==> src/rtl/cps_pkg.sv <==
package cps_pkg;

  typedef enum logic [3:0] {
    ST_IDLE,
    ST_U_CORE,
    ST_U_POR,
    ST_U_CLR,
    ST_U_OPEN,
    ST_U_REL,
    ST_D_HOLD,
    ST_D_DRAIN,
    ST_D_CORE,
    ST_D_POR,
    ST_D_CLR,
    ST_D_GATE,
    ST_D_SW
  } cps_state_e;

  function automatic int cps_max(int a, int b);
    return (a > b) ? a : b;
  endfunction

endpackage

==> src/rtl/cps_timer.sv <==
module cps_timer #(
  parameter int TW = 8
) (
  input  logic          clk,
  input  logic          rst_n,
  input  logic          load,
  input  logic [TW-1:0] load_val,
  output logic          expired
);

  logic [TW-1:0] cnt_q;

  always_ff @(posedge clk or negedge rst_n) begin
    if (!rst_n)              cnt_q <= '0;
    else if (load)           cnt_q <= load_val;
    else if (cnt_q != '0)    cnt_q <= cnt_q - 1'b1;
  end

  assign expired = (cnt_q == '0);

endmodule

==> src/rtl/cps_swoff.sv <==
module cps_swoff #(
  parameter int NC = 3
) (
  input  logic          clk,
  input  logic          rst_n,
  input  logic          start,
  input  logic          ack,
  output logic [NC-1:0] req,
  output logic          fin
);

  always_ff @(posedge clk or negedge rst_n) begin
    if (!rst_n)                req <= '0;
    else if (start)            req <= NC'(1);
    else if (ack && (|req))    req <= req << 1;
  end

  // last core acknowledged: the walk ends on this edge
  assign fin = ack & req[NC-1];

endmodule

==> src/rtl/clus_pwr_seq.sv <==
module clus_pwr_seq
  import cps_pkg::*;
#(
  parameter int NC        = 3,
  parameter int SHORT_CYC = 500,
  parameter int LONG_CYC  = 1000,
  parameter int DRAIN_TO  = 5000,
  parameter int RETRY_CYC = 500000,
  localparam int RW       = 3*NC + 2
) (
  input  logic          clk,
  input  logic          rst_n,
  input  logic          up_req,
  input  logic          down_req,
  input  logic          defer_en,
  input  logic [NC-1:0] core_wfi,
  input  logic          l2_wfi,
  input  logic          sw_off_ack,
  output logic [RW-1:0] rst_vec_n,
  output logic [NC-1:0] core_por_n,
  output logic [NC-1:0] core_gate,
  output logic          clus_gate,
  output logic          l2_rst_hold,
  output logic          ic_inactive,
  output logic [NC-1:0] sw_off_req,
  output logic          busy,
  output logic          done,
  output logic          err
);

  localparam int MAXC = cps_max(cps_max(SHORT_CYC, LONG_CYC), cps_max(DRAIN_TO, RETRY_CYC));
  localparam int TW   = $clog2(MAXC + 1);
  localparam logic [TW-1:0] T_SHORT = TW'(SHORT_CYC - 1);
  localparam logic [TW-1:0] T_LONG  = TW'(LONG_CYC - 1);
  localparam logic [TW-1:0] T_DRAIN = TW'(DRAIN_TO - 1);
  localparam logic [TW-1:0] T_RETRY = TW'(RETRY_CYC - 1);

  cps_state_e    state_q, nxt;
  logic          go, tmr_exp, sw_start, sw_fin, seq_end, abort;
  logic [TW-1:0] tval;
  logic          clus_idle;

  logic [NC-1:0] core_n_q, por_n_q, dbg_n_q, trc_n_q, core_gate_q;
  logic          l2_n_q, soc_n_q, clus_gate_q, l2_hold_q, ic_q, done_q, err_q;

  assign clus_idle = (&core_wfi) & l2_wfi;

  cps_timer #(.TW(TW)) tmr_i (
    .clk      (clk),
    .rst_n    (rst_n),
    .load     (go),
    .load_val (tval),
    .expired  (tmr_exp)
  );

  cps_swoff #(.NC(NC)) sw_i (
    .clk   (clk),
    .rst_n (rst_n),
    .start (sw_start),
    .ack   (sw_off_ack),
    .req   (sw_off_req),
    .fin   (sw_fin)
  );

  // step selection: every transition reloads the shared timer
  always_comb begin
    go       = 1'b0;
    nxt      = state_q;
    tval     = '0;
    sw_start = 1'b0;
    seq_end  = 1'b0;
    abort    = 1'b0;
    unique case (state_q)
      ST_IDLE: begin
        if (up_req) begin
          go = 1'b1; nxt = ST_U_CORE; tval = T_SHORT;
        end else if (down_req) begin
          go = 1'b1;
          if (defer_en && !clus_idle) begin
            nxt = ST_D_HOLD; tval = T_RETRY;
          end else begin
            nxt = ST_D_DRAIN; tval = T_DRAIN;
          end
        end
      end
      ST_U_CORE:  if (tmr_exp) begin go = 1'b1; nxt = ST_U_POR;  tval = T_SHORT; end
      ST_U_POR:   if (tmr_exp) begin go = 1'b1; nxt = ST_U_CLR;  tval = T_SHORT; end
      ST_U_CLR:   if (tmr_exp) begin go = 1'b1; nxt = ST_U_OPEN; tval = T_LONG;  end
      ST_U_OPEN:  if (tmr_exp) begin go = 1'b1; nxt = ST_U_REL;  tval = T_LONG;  end
      ST_U_REL:   if (tmr_exp) begin go = 1'b1; nxt = ST_IDLE;   seq_end = 1'b1; end
      ST_D_HOLD: begin
        if (tmr_exp) begin
          go = 1'b1;
          if (clus_idle) begin nxt = ST_D_DRAIN; tval = T_DRAIN; end
          else           begin nxt = ST_D_HOLD;  tval = T_RETRY; end
        end
      end
      ST_D_DRAIN: begin
        if (l2_wfi) begin
          go = 1'b1; nxt = ST_D_CORE; tval = T_SHORT;
        end else if (tmr_exp) begin
          go = 1'b1; nxt = ST_IDLE; abort = 1'b1;
        end
      end
      ST_D_CORE:  if (tmr_exp) begin go = 1'b1; nxt = ST_D_POR;  tval = T_SHORT; end
      ST_D_POR:   if (tmr_exp) begin go = 1'b1; nxt = ST_D_CLR;  tval = T_SHORT; end
      ST_D_CLR:   if (tmr_exp) begin go = 1'b1; nxt = ST_D_GATE; tval = T_LONG;  end
      ST_D_GATE:  if (tmr_exp) begin go = 1'b1; nxt = ST_D_SW;   sw_start = 1'b1; end
      ST_D_SW:    if (sw_fin)  begin go = 1'b1; nxt = ST_IDLE;   seq_end = 1'b1; end
      default: begin
        go = 1'b1; nxt = ST_IDLE;
      end
    endcase
  end

  // outputs change on entry to a step
  always_ff @(posedge clk or negedge rst_n) begin
    if (!rst_n) begin
      state_q     <= ST_IDLE;
      core_n_q    <= '0;
      por_n_q     <= '0;
      dbg_n_q     <= '0;
      trc_n_q     <= '0;
      l2_n_q      <= 1'b0;
      soc_n_q     <= 1'b0;
      core_gate_q <= '1;
      clus_gate_q <= 1'b1;
      l2_hold_q   <= 1'b1;
      ic_q        <= 1'b1;
      done_q      <= 1'b0;
      err_q       <= 1'b0;
    end else begin
      done_q <= 1'b0;
      if (go) begin
        state_q <= nxt;
        unique case (nxt)
          ST_U_CORE: begin core_n_q <= '0; err_q <= 1'b0; end
          ST_U_POR:  por_n_q <= '0;
          ST_U_CLR: begin
            l2_n_q <= 1'b0; soc_n_q <= 1'b0; dbg_n_q <= '0; trc_n_q <= '0;
          end
          ST_U_OPEN: begin l2_hold_q <= 1'b0; ic_q <= 1'b1; clus_gate_q <= 1'b0; end
          ST_U_REL: begin
            ic_q <= 1'b0;
            l2_n_q <= 1'b1; soc_n_q <= 1'b1; dbg_n_q <= '1; trc_n_q <= '1;
          end
          ST_D_HOLD:  err_q <= 1'b0;
          ST_D_DRAIN: begin ic_q <= 1'b1; err_q <= 1'b0; end
          ST_D_CORE:  core_n_q <= '0;
          ST_D_POR:   por_n_q <= '0;
          ST_D_CLR: begin
            l2_n_q <= 1'b0; soc_n_q <= 1'b0; dbg_n_q <= '0; trc_n_q <= '0;
          end
          ST_D_GATE: begin clus_gate_q <= 1'b1; core_gate_q <= '1; end
          ST_IDLE: begin
            if (seq_end) done_q <= 1'b1;
            if (abort) begin err_q <= 1'b1; ic_q <= 1'b0; end
          end
          default: ;
        endcase
      end
    end
  end

  assign rst_vec_n   = {core_n_q, l2_n_q, dbg_n_q, trc_n_q, soc_n_q};
  assign core_por_n  = por_n_q;
  assign core_gate   = core_gate_q;
  assign clus_gate   = clus_gate_q;
  assign l2_rst_hold = l2_hold_q;
  assign ic_inactive = ic_q;
  assign busy        = (state_q != ST_IDLE);
  assign done        = done_q;
  assign err         = err_q;

endmodule

==> config.mk <==
export PLATFORM = sky130hd
export DESIGN_NAME = clus_pwr_seq
export DESIGN_NICKNAME = d
export VERILOG_FILES = /design/src/rtl/cps_pkg.sv /design/src/rtl/cps_timer.sv /design/src/rtl/cps_swoff.sv /design/src/rtl/clus_pwr_seq.sv
export SDC_FILE = /design/constraint.sdc
export NUM_CORES = 1
export LEC_CHECK = 0
export BUFFER_PORTS_ARGS = -buffer_cell sky130_fd_sc_hd__buf_4
export CORE_UTILIZATION = 48
export CTS_CLUSTER_DIAMETER = 30
export DETAILED_ROUTE_END_ITERATION = 8
export GPL_TIMING_DRIVEN = 0
export PLACE_DENSITY = 0.66
export SETUP_SLACK_MARGIN = 0.3
export SYNTH_ARGS = -nofsm -noshare
export SYNTH_HDL_FRONTEND = slang
export SYNTH_SLANG_ARGS = --single-unit
==> constraint.sdc <==
create_clock -name clk -period 2.85 [get_ports clk]
set_input_delay 0.57 -clock clk [delete_from_list [all_inputs] [get_ports clk]]
set_output_delay 0.57 -clock clk [all_outputs]
set_load 0.05 [all_outputs]
==> results of run 1 <==
==> cell families after synthesis <==
logic type	after synthesis	share of synthesized area, %
AOI/OAI and AO/OA	76	20.53
xor gates and xnor gates	14	5.213
adders and majority gates	1	0.5318
buffers and inverters	38	9.202
DFF	32	34.20
muxes	3	1.330
other	2	0.3193
and+or+nand+nor	114	28.67
==> state kept, by name (all words and copies together) (netlist names) <==
register,count
clus_gate,1
done,1
err,1
ic_inactive,1
l2_rst_hold,1
state_q,4
sw_i.req,3
tmr_i.cnt_q,19
trc_n_q,1
==> repair_timing <==
action,in CTS,in global routing
setup buffers,4,5
resized for setup,6,15
endpoints found under the setup margin,18,18
pin swaps,5,6
gates cloned,0,0
hold buffers,0,0
==> path summary, 6_finish.rpt <==
check / from / endpoint / cells past startpoint
worst max-delay path: tmr_i.cnt_q[0] / tmr_i.cnt_q[1] / 9
worst min-delay path: rst_n / trc_n_q[1] / 1
worst max register to register: tmr_i.cnt_q[0] / tmr_i.cnt_q[1] / 9
worst min register to register: l2_rst_hold / l2_rst_hold / 1
max in group asynchronous: rst_n / l2_rst_hold / 1
min in group clk: l2_rst_hold / l2_rst_hold / 1
==> critical path, cell delays in order (launching register included) <==
cell	delay, ps
dfrtp_1	420
inv_1	70
ha_2	200
nor4b_2	250
nand4_1	280
o21ai_0	340
a21oi_2	160
o21a_2	260
a2111oi_4	320
a21oi_1	80
==> per-stage QoR <==
step	util [%]	hold WS (ps)	instance area, sq um	std cells	setup WS [ps]
4_1_cts	59.95	231.8	2831	392	308.6
2_1_floorplan	-	274.4	2379	287	450.9
5_1_grt	61.70	251.9	2914	397	156.9
3_5_place_dp	56.26	449.8	2658	380	-12.74
6_report	61.70	210.1	2914	397	330.9
3_3_place_gp	56.26	452.9	2658	380	38.04
==> routing by layer <==
layer  GRT usage [%]  up-vias  part of all wire (%)
met4           8.932        0                   1.6
li1                -     1081                     -
met5               0        -                     0
met2           38.36       82                    47
met1           34.07     1068                    46
met3           3.750       10                   5.7
==> power groups by stage <==
stage | clock [mW] | sequential, mW | combinational (mW)
after global routing | 0.423 | 0.841 | 2.29
after detailed placement | 0 | 0.811 | 1.90
after CTS | 0.399 | 0.810 | 1.99
after floorplan | 0 | 0.851 | 1.43
final | 0.396 | 0.815 | 2.10
after global placement | 0 | 0.806 | 1.89
==> layout make-up <==
type                       count  area (sq um)  area share [%]
sequential                    32         804.5           27.61
tap                           67         83.83           2.877
timing repair buffer          35         262.8           9.017
buffer                        28         181.4           6.226
clock buffer                   8         100.1           3.435
multi-input combinational    217          1444           49.55
inverter                      10         37.54           1.288
==> cells in the mapped netlist (5+ instances only) <==
master | instances | area, sq um
inv_1 | 9 | 33.78
o21a_1 | 5 | 37.54
xnor2_1 | 11 | 96.34
nand2_1 | 19 | 71.32
nand4_1 | 6 | 37.54
clkbuf_1 | 5 | 18.77
dfrtp_1 | 29 | 725.7
nor3_1 | 5 | 25.02
nand3_1 | 10 | 50.05
a21oi_1 | 22 | 110.1
buf_4 | 19 | 142.6
o21ai_0 | 20 | 100.1
nor2_1 | 35 | 131.4
==> impl_metrics.toml, run 1 <==
[route]
routed_via_density = 5.645
firstDrtPassIters = 7
routed_wl_um = 5942
first_iter_violations = 190
ant_nets = 0
routedWlPerCell_um = 14.97
via_count = 2241
drc_errors = 2

[pwr]
ir_drop_mv = 0.5221
internal_power_mw = 1.641
switching_share_pct = 50.36
power_leakage_nw = 1.259
p_switching_mw = 1.665
power_frac_clock_pct = 12.0
totalPowerFinal_mw = 3.306
pwr-share-comb_pct = 63.4
p_seq_share_pct = 24.6
cellPowerDensity_nw_per_um2 = 1134

[floorplanning]
die_w_um = 72.01
dieArea_sq_um = 5185
fp.dieH_um = 72.01
row_count = 25
initial_utilization_pct = 49.80
core_area_sq_um = 4723
ios = 36

[flow_run]
maxCapViolations = 0

[clocking]
clk_path_buf_depth = 2
worstSkewPairLatency_ps = 290
cts_made_buffers = 5
tritoncts = "done"
cts.sinks = 32
htreeDepth = 2
cts.clk_slew.worst_paths_ps = 70
cts_root_buf = "clkbuf_8"

[global_route]
grt_usage_pct = 24.35
grt_pass1_wl_um = 9639
grt_antenna_before_repair = 0
grt_start_max_net_pins = 33
grt_pass1_vias = 1988
overflow = 0

[timing]
rsz0062_at_grt = "true"
setup_tns_ps = 0
finClkSkew_ps = 10.48
min_period_ps = 2519
max_freq_mhz = 397.0
worst_slew_pin_slew_ps = 623.0
drv_slew = 0
finalHoldViolations = 0
fin_crit_sh_pct = 88.39
slew-limit-headroom_pct = 58.12
finalSetupViolCount = 0

[final_layout]
n_antenna_cell = 0
fillerInstances = 421
final_cell_mix = "buf_4, nor2_1, dfrtp_1"
nets = 340
final_common_cell = "buf_4"
area_delta_synth_final_pct = 23.88
drive_gt1_share_pct = 29.70

[critical_path]
crit_type = "flip-flop to flip-flop"
r2r_setup_slack_ps = 330
worstPathArrival_ps = 2680
required_ps = 3010
critical_path.max_fanout = 5
crit_path_end_kind = "flip-flop"
start_kind = "flip-flop"

[placed_design]
port_buffers = 26
place_congestion = 0.8827
dp_hpwl_um = 4184

[synth]
synthArstFlopShare_pct = 100.0
synth-edff-count = 0
yosysSeqAreaShare_pct = 34.20
synth-main-ff-cell = "dfrtp_1"
synth.avg_cell_area_sq_um = 8.401
ys_warn_count = 0
synthDistinctLibCells = 62
synthCells = 280
synth.cell_area_sq_um = 2352
ys_seq_elements = 32

[min_path]
hold_path.class = "input pin to asynchronous set/reset pin"

[status]
status = "finished, violations left"
violations = "design-rule violations"
No activity file was read; power rests on OpenSTA's default activity.
==> inputs of run 2 (changes only) <==
Settings changed: CELL_PAD_IN_SITES_DETAIL_PLACEMENT set to 1, CELL_PAD_IN_SITES_GLOBAL_PLACEMENT set to 1, CORE_UTILIZATION 48 to 43, PLACE_DENSITY 0.66 to 0.77.
==> run 2 against run 1 <==
  * The flow now finishes without violations
  * Global-route usage is 2.0 points higher
  * Critical path type unchanged
  * Final area increased by 1.9%
  * Total power increased by 10%
  * Largest power group unchanged
==> impl_metrics.toml, run 2 (synthesized netlist as in run 1, its figures left out) <==
[critical_path]
required_ps = 3080
r2r-start = "tmr_i.cnt_q[15]"
crit_type = "flip-flop to flip-flop"
r2r_end = "trc_n_q[1]"
crit_path_end_kind = "flip-flop"
r2r_setup_slack_ps = 380
start_kind = "flip-flop"
ff2ff_path_depth = 7
worstPathArrival_ps = 2700
critical_path.max_fanout = 7

[status]
status = "finished clean"

[clocking]
cts_made_buffers = 5
cts.sinks = 32
cts.clk_slew.worst_paths_ps = 70
clk_path_buf_depth = 2
htreeDepth = 2
worstSkewPairLatency_ps = 290
hold_buffers = 0
tritoncts = "done"
cts_root_buf = "clkbuf_8"

[timing]
slew-limit-headroom_pct = 57.74
rsz0062_at_grt = "true"
finalHoldViolations = 0
worst_slew_pin_slew_ps = 628.7
finalSetupViolCount = 0
min_period_ps = 2468
max_freq_mhz = 405.1
drv_slew = 0
finClkSkew_ps = 7.577
fin_crit_sh_pct = 86.61
holdWs_ps = 211.7

[route]
routed_via_density = 5.818
ant_nets = 0
routedWlPerCell_um = 18.67
via_count = 2339
routed_wl_um = 7506
firstDrtPassIters = 4
first_iter_violations = 92
drc_errors = 0

[global_route]
overflow = 0
grt_antenna_before_repair = 0
grt_start_max_net_pins = 33
grt_pass1_wl_um = 11930
grt_pass1_vias = 2349
grt_usage_pct = 26.35

[final_layout]
regMostFlops = "tmr_i.cnt_q"
fillerInstances = 630
n_antenna_cell = 0
design_area_sq_um = 2969
reg.largest.list = "tmr_i.cnt_q (19), state_q (4), sw_i.req (3)"
final_common_cell = "buf_4"
largest_reg_flops = 19
finalCoreUtilization_pct = 57.40
nets = 342
fin_cells = 402
area_delta_synth_final_pct = 26.22
drive_gt1_share_pct = 31.02
final_cell_mix = "buf_4, nor2_1, dfrtp_1"

[floorplanning]
fp.dieH_um = 75.96
core_area_sq_um = 5172
ios = 36
initial_utilization_pct = 45.48
dieArea_sq_um = 5770
die_w_um = 75.96
row_count = 26

[placed_design]
placed_area_sq_um = 2661
place_inst = 383
dp_hpwl_um = 5096
port_buffers = 26
place_congestion = 0.8122

[flow_run]
maxCapViolations = 0

[pwr]
ir_drop_mv = 0.5853
power_leakage_nw = 1.276
cellPowerDensity_nw_per_um2 = 1224

[min_path]
hold_path.class = "input pin to asynchronous set/reset pin"
==> run 2: cell types whose count changed in the layout (fill, tap and decap cells not counted), sizes merged <==
| cell | before | now |
|---|---|---|
| clkinv | 0 | 1 |
| clkbuf | 13 | 11 |
| bufinv | 0 | 1 |
| buf | 58 | 60 |
==> run 2: what timing repair did <==
action                     4_1_cts  5_1_grt
buffers inserted                 7        4
setup endpoints to repair       18       16
pin swaps                        5        6
hold endpoints to repair         0        0
gates resized for setup         13       14
==> run 2: where the power goes <==
group	internal [mW]	switching, mW	leakage [nW]
clock	0.260	0.186	0.0552
combinational	0.882	1.46	0.821
sequential	0.631	0.220	0.400
==> run 2: worst max path at each step <==
stage                    startpoint         endpoint  slack, ps  cells past startpoint
finish              tmr_i.cnt_q[15]       trc_n_q[1]        380                      7
global route        tmr_i.cnt_q[10]  tmr_i.cnt_q[15]        270                      8
global placement     tmr_i.cnt_q[0]  tmr_i.cnt_q[15]        -20                     10
floorplan            tmr_i.cnt_q[0]   tmr_i.cnt_q[0]        450                     10
CTS                      state_q[1]  tmr_i.cnt_q[15]        330                      8
detailed placement   tmr_i.cnt_q[0]  tmr_i.cnt_q[15]        -60                     10
==> run 2: metal layers <==
metal  vias up  track usage [%]  routed length (um)
li1       1079                -                   -
met1      1184            32.09                3214
met2        58            46.45                3811
met3        18            4.217                 271
met4         0            10.19                 208
met5         -                0                   0
==> run 2: final cells by class <==
type | count | area (sq um) | area share (%)
buffer | 28 | 183.9 | 6.195
tap | 70 | 87.58 | 2.950
clock buffer | 6 | 72.57 | 2.444
clock inverter | 2 | 35.03 | 1.180
inverter | 10 | 37.54 | 1.264
sequential | 32 | 805.8 | 27.14
multi-input combinational | 217 | 1469 | 49.47
timing repair buffer | 37 | 277.8 | 9.355
==> run 2: worst max-delay path: stages (launching register included) <==
cell     delay [ps]
dfrtp_1         450
or4_4           630
or2_2           370
nor4_2          170
a21oi_1         160
nand2_2         200
mux2_2          350
nand3_1          80
==> run 2: metrics by stage <==
| step | setup TNS, ps | setup WS (ps) | power [mW] |
|---|---|---|---|
| 2_1_floorplan | 0 | 450.9 | 2.285 |
| 3_3_place_gp | -44.50 | -17.33 | 2.719 |
| 6_report | 0 | 381.7 | 3.635 |
| 3_5_place_dp | -169.5 | -60.35 | 2.776 |
| 5_1_grt | 0 | 271.3 | 3.845 |
| 4_1_cts | 0 | 326.4 | 3.401 |
==> inputs of run 3 (changes only) <==
Settings changed: BUFFER_PORTS_ARGS -buffer_cell sky130_fd_sc_hd__buf_4 to unset, CORE_UTILIZATION 43 to 47, DONT_BUFFER_PORTS set to 1, PLACE_DENSITY 0.77 to 0.75, SYNTH_HIERARCHICAL set to 1.
==> run 3 against run 2 <==
  * The flow now finishes with violations (negative setup slack)
  * Cell count fell by 11%
  * Die area down 15%
  * Combinational power decreased by 21%
  * Critical path type unchanged
==> impl_metrics.toml, run 3 <==
[status]
status = "finished, violations left"
violations = "negative setup slack"

[global_route]
grt_pass1_wl_um = 12220
overflow = 0
grt_pass1_vias = 2316
grt_start_max_net_pins = 30
grt_usage_pct = 32.37
grt_antenna_before_repair = 0

[critical_path]
start_kind = "flip-flop"
crit_path_end_kind = "flip-flop"
r2r-start = "tmr_i/cnt_q[4]"
worstPathArrival_ps = 3400
r2r_end = "l2_rst_hold"
required_ps = 3080
critPathSlowestCell = "or4_4"
r2r_setup_slack_ps = -310
worstSetupStartpoint = "tmr_i/cnt_q[4]"
ff2ff_path_depth = 10
crit_type = "flip-flop to flip-flop"
critical_path.cell_chain = "or4_4, or3_4, nor4_4, buf_4, nand2b_4, nor2_2, nor4_2, buf_4, or3_4, o31a_1"
critical_path.max_fanout = 6
cp_slowest_stage_delay_ps = 560

[final_layout]
area_delta_synth_final_pct = 37.69
drive_gt1_share_pct = 42.30
regMostFlops = "tmr_i/cnt_q"
design_area_sq_um = 2994
fin_cells = 357
reg.largest.list = "tmr_i/cnt_q (19), state_q (4), sw_i/req (3)"
final_common_cell = "buf_4"
n_antenna_cell = 0
largest_reg_flops = 19
final_cell_mix = "buf_4, dfrtp_1, nand2_1"
nets = 315

[clocking]
htreeDepth = 2
cts_root_buf = "clkbuf_8"
cts.clk_slew.worst_paths_ps = 80
tritoncts = "done"
cts_made_buffers = 5
worstSkewPairLatency_ps = 300
clk_path_buf_depth = 2
cts.sinks = 32

[placed_design]
place_inst = 315
dp_hpwl_um = 4183
place_congestion = 0.8279
post-place-ws_ps = -451.8
placed_area_sq_um = 2369
port_buffers = 0

[route]
routed_wl_um = 8996
ant_nets = 0
drc_errors = 0
routedWlPerCell_um = 25.20
first_iter_violations = 238
routed_via_density = 6.378
via_count = 2277
firstDrtPassIters = 5

[pwr]
cellPowerDensity_nw_per_um2 = 1002
power_leakage_nw = 1.398
ir_drop_mv = 0.6549
totalPowerFinal_mw = 2.999

[timing]
finalHoldViolations = 0
setup_tns_ps = -5816
rsz0062_at_grt = "true"
max_freq_mhz = 316.3
worst_slew_pin_slew_ps = 863.2
fin_ws_ps = -311.3
fin_crit_sh_pct = 110.9
finClkSkew_ps = 15.45
finalSetupViolCount = 26
min_period_ps = 3161
slew-limit-headroom_pct = 42.21
drv_slew = 0

[synth]
ys_top_cells_by_count = "dfrtp_1, nand2_1, nor2_1, buf_4, o21ai_0"
ys_seq_elements = 32
synthDistinctLibCells = 51
synth_top_cell_by_area = "dfrtp_1"
synthTopCellsByArea = "dfrtp_1, buf_4, xnor2_1"
synth-main-ff-cell = "dfrtp_1"
synth.cell_area_sq_um = 2175
yosysTopAreaCellShare_pct = 33.37
synth.avg_cell_area_sq_um = 8.595
synthMostInstantiatedCell = "dfrtp_1"
ys_warn_count = 6
synthArstFlopShare_pct = 100.0
synth-edff-count = 0
yosysSeqAreaShare_pct = 37.00
synthCells = 253

[floorplanning]
fp.dieH_um = 70.02
die_w_um = 70.02
initial_utilization_pct = 49.26
row_count = 24
core_area_sq_um = 4414
dieArea_sq_um = 4903
ios = 36

[min_path]
hold_path.class = "input pin to asynchronous set/reset pin"

[flow_run]
maxCapViolations = 0
==> run 3: worst max-delay path, delay by kind of cell, from the launching register on <==
family | cells | cell delay [ps]
AOI/OAI and AO/OA | 1 | 240
and+or+nand+nor | 7 | 2050
buffers and inverters | 2 | 380
DFF | 1 | 440
==> run 3: metal layers <==
layer / track usage (%) / part of all wire [%] / vias to the layer above
met5: 0 / 0 / -
met4: 13.33 / 3.2 / 0
met3: 6.061 / 6.3 / 25
met2: 53.42 / 49 / 145
met1: 41.61 / 41 / 1150
li1: - / - / 957
==> run 3: power breakdown <==
part / total (mW) / switching (mW) / internal [mW] / leakage [nW]
Sequential: 0.771 / 0.177 / 0.594 / 0.402
Combinational: 1.85 / 1.07 / 0.778 / 0.951
Clock: 0.382 / 0.185 / 0.197 / 0.0455
==> run 3: through the flow <==
stage               utilization, %  hold slack, ps
floorplan                        -           274.4
global placement             53.66           275.1
detailed placement           53.66           275.0
CTS                          64.48           101.2
global route                 67.83           79.41
finish                       67.83           73.86
==> run 3: cells by family (layout without fill, tap and decap cells) <==
group	after synthesis	after routing	synth area share [%]
compound gates	55	55	16.28
xor+xnor	18	18	7.250
fa+ha+maj	1	1	0.5753
buf+inv	38	80	10.41
flops	32	32	37.00
mux	6	6	2.877
other cells	2	12	0.3454
simple gates	101	101	25.26
==> run 3: repair_timing <==
item / CTS / global route
pin swaps: 18 / 15
setup buffers: 20 / 11
hold buffers: 1 / 0
gates resized for setup: 53 / 16
hold endpoints to repair: 29 / 0
cloned: 2 / 0
setup endpoints to repair: 30 / 29
==> run 3: worst max path at each step <==
stage,to,slack [ps]
global route,trc_n_q[1],-390
global placement,ic_inactive,-420
detailed placement,ic_inactive,-450
floorplan,l2_rst_hold,-40
finish,l2_rst_hold,-310
CTS,l2_rst_hold,-190
==> run 3: layout make-up <==
cell class              count  area, sq um
multi-input cells         193         1431
fillers                   492         1420
flip-flops and latches     32        805.8
repair buffers             34        302.8
plain buffers              29        265.3
clock buffers               8        90.09
well taps                  52        65.06
inverters                   9        33.78
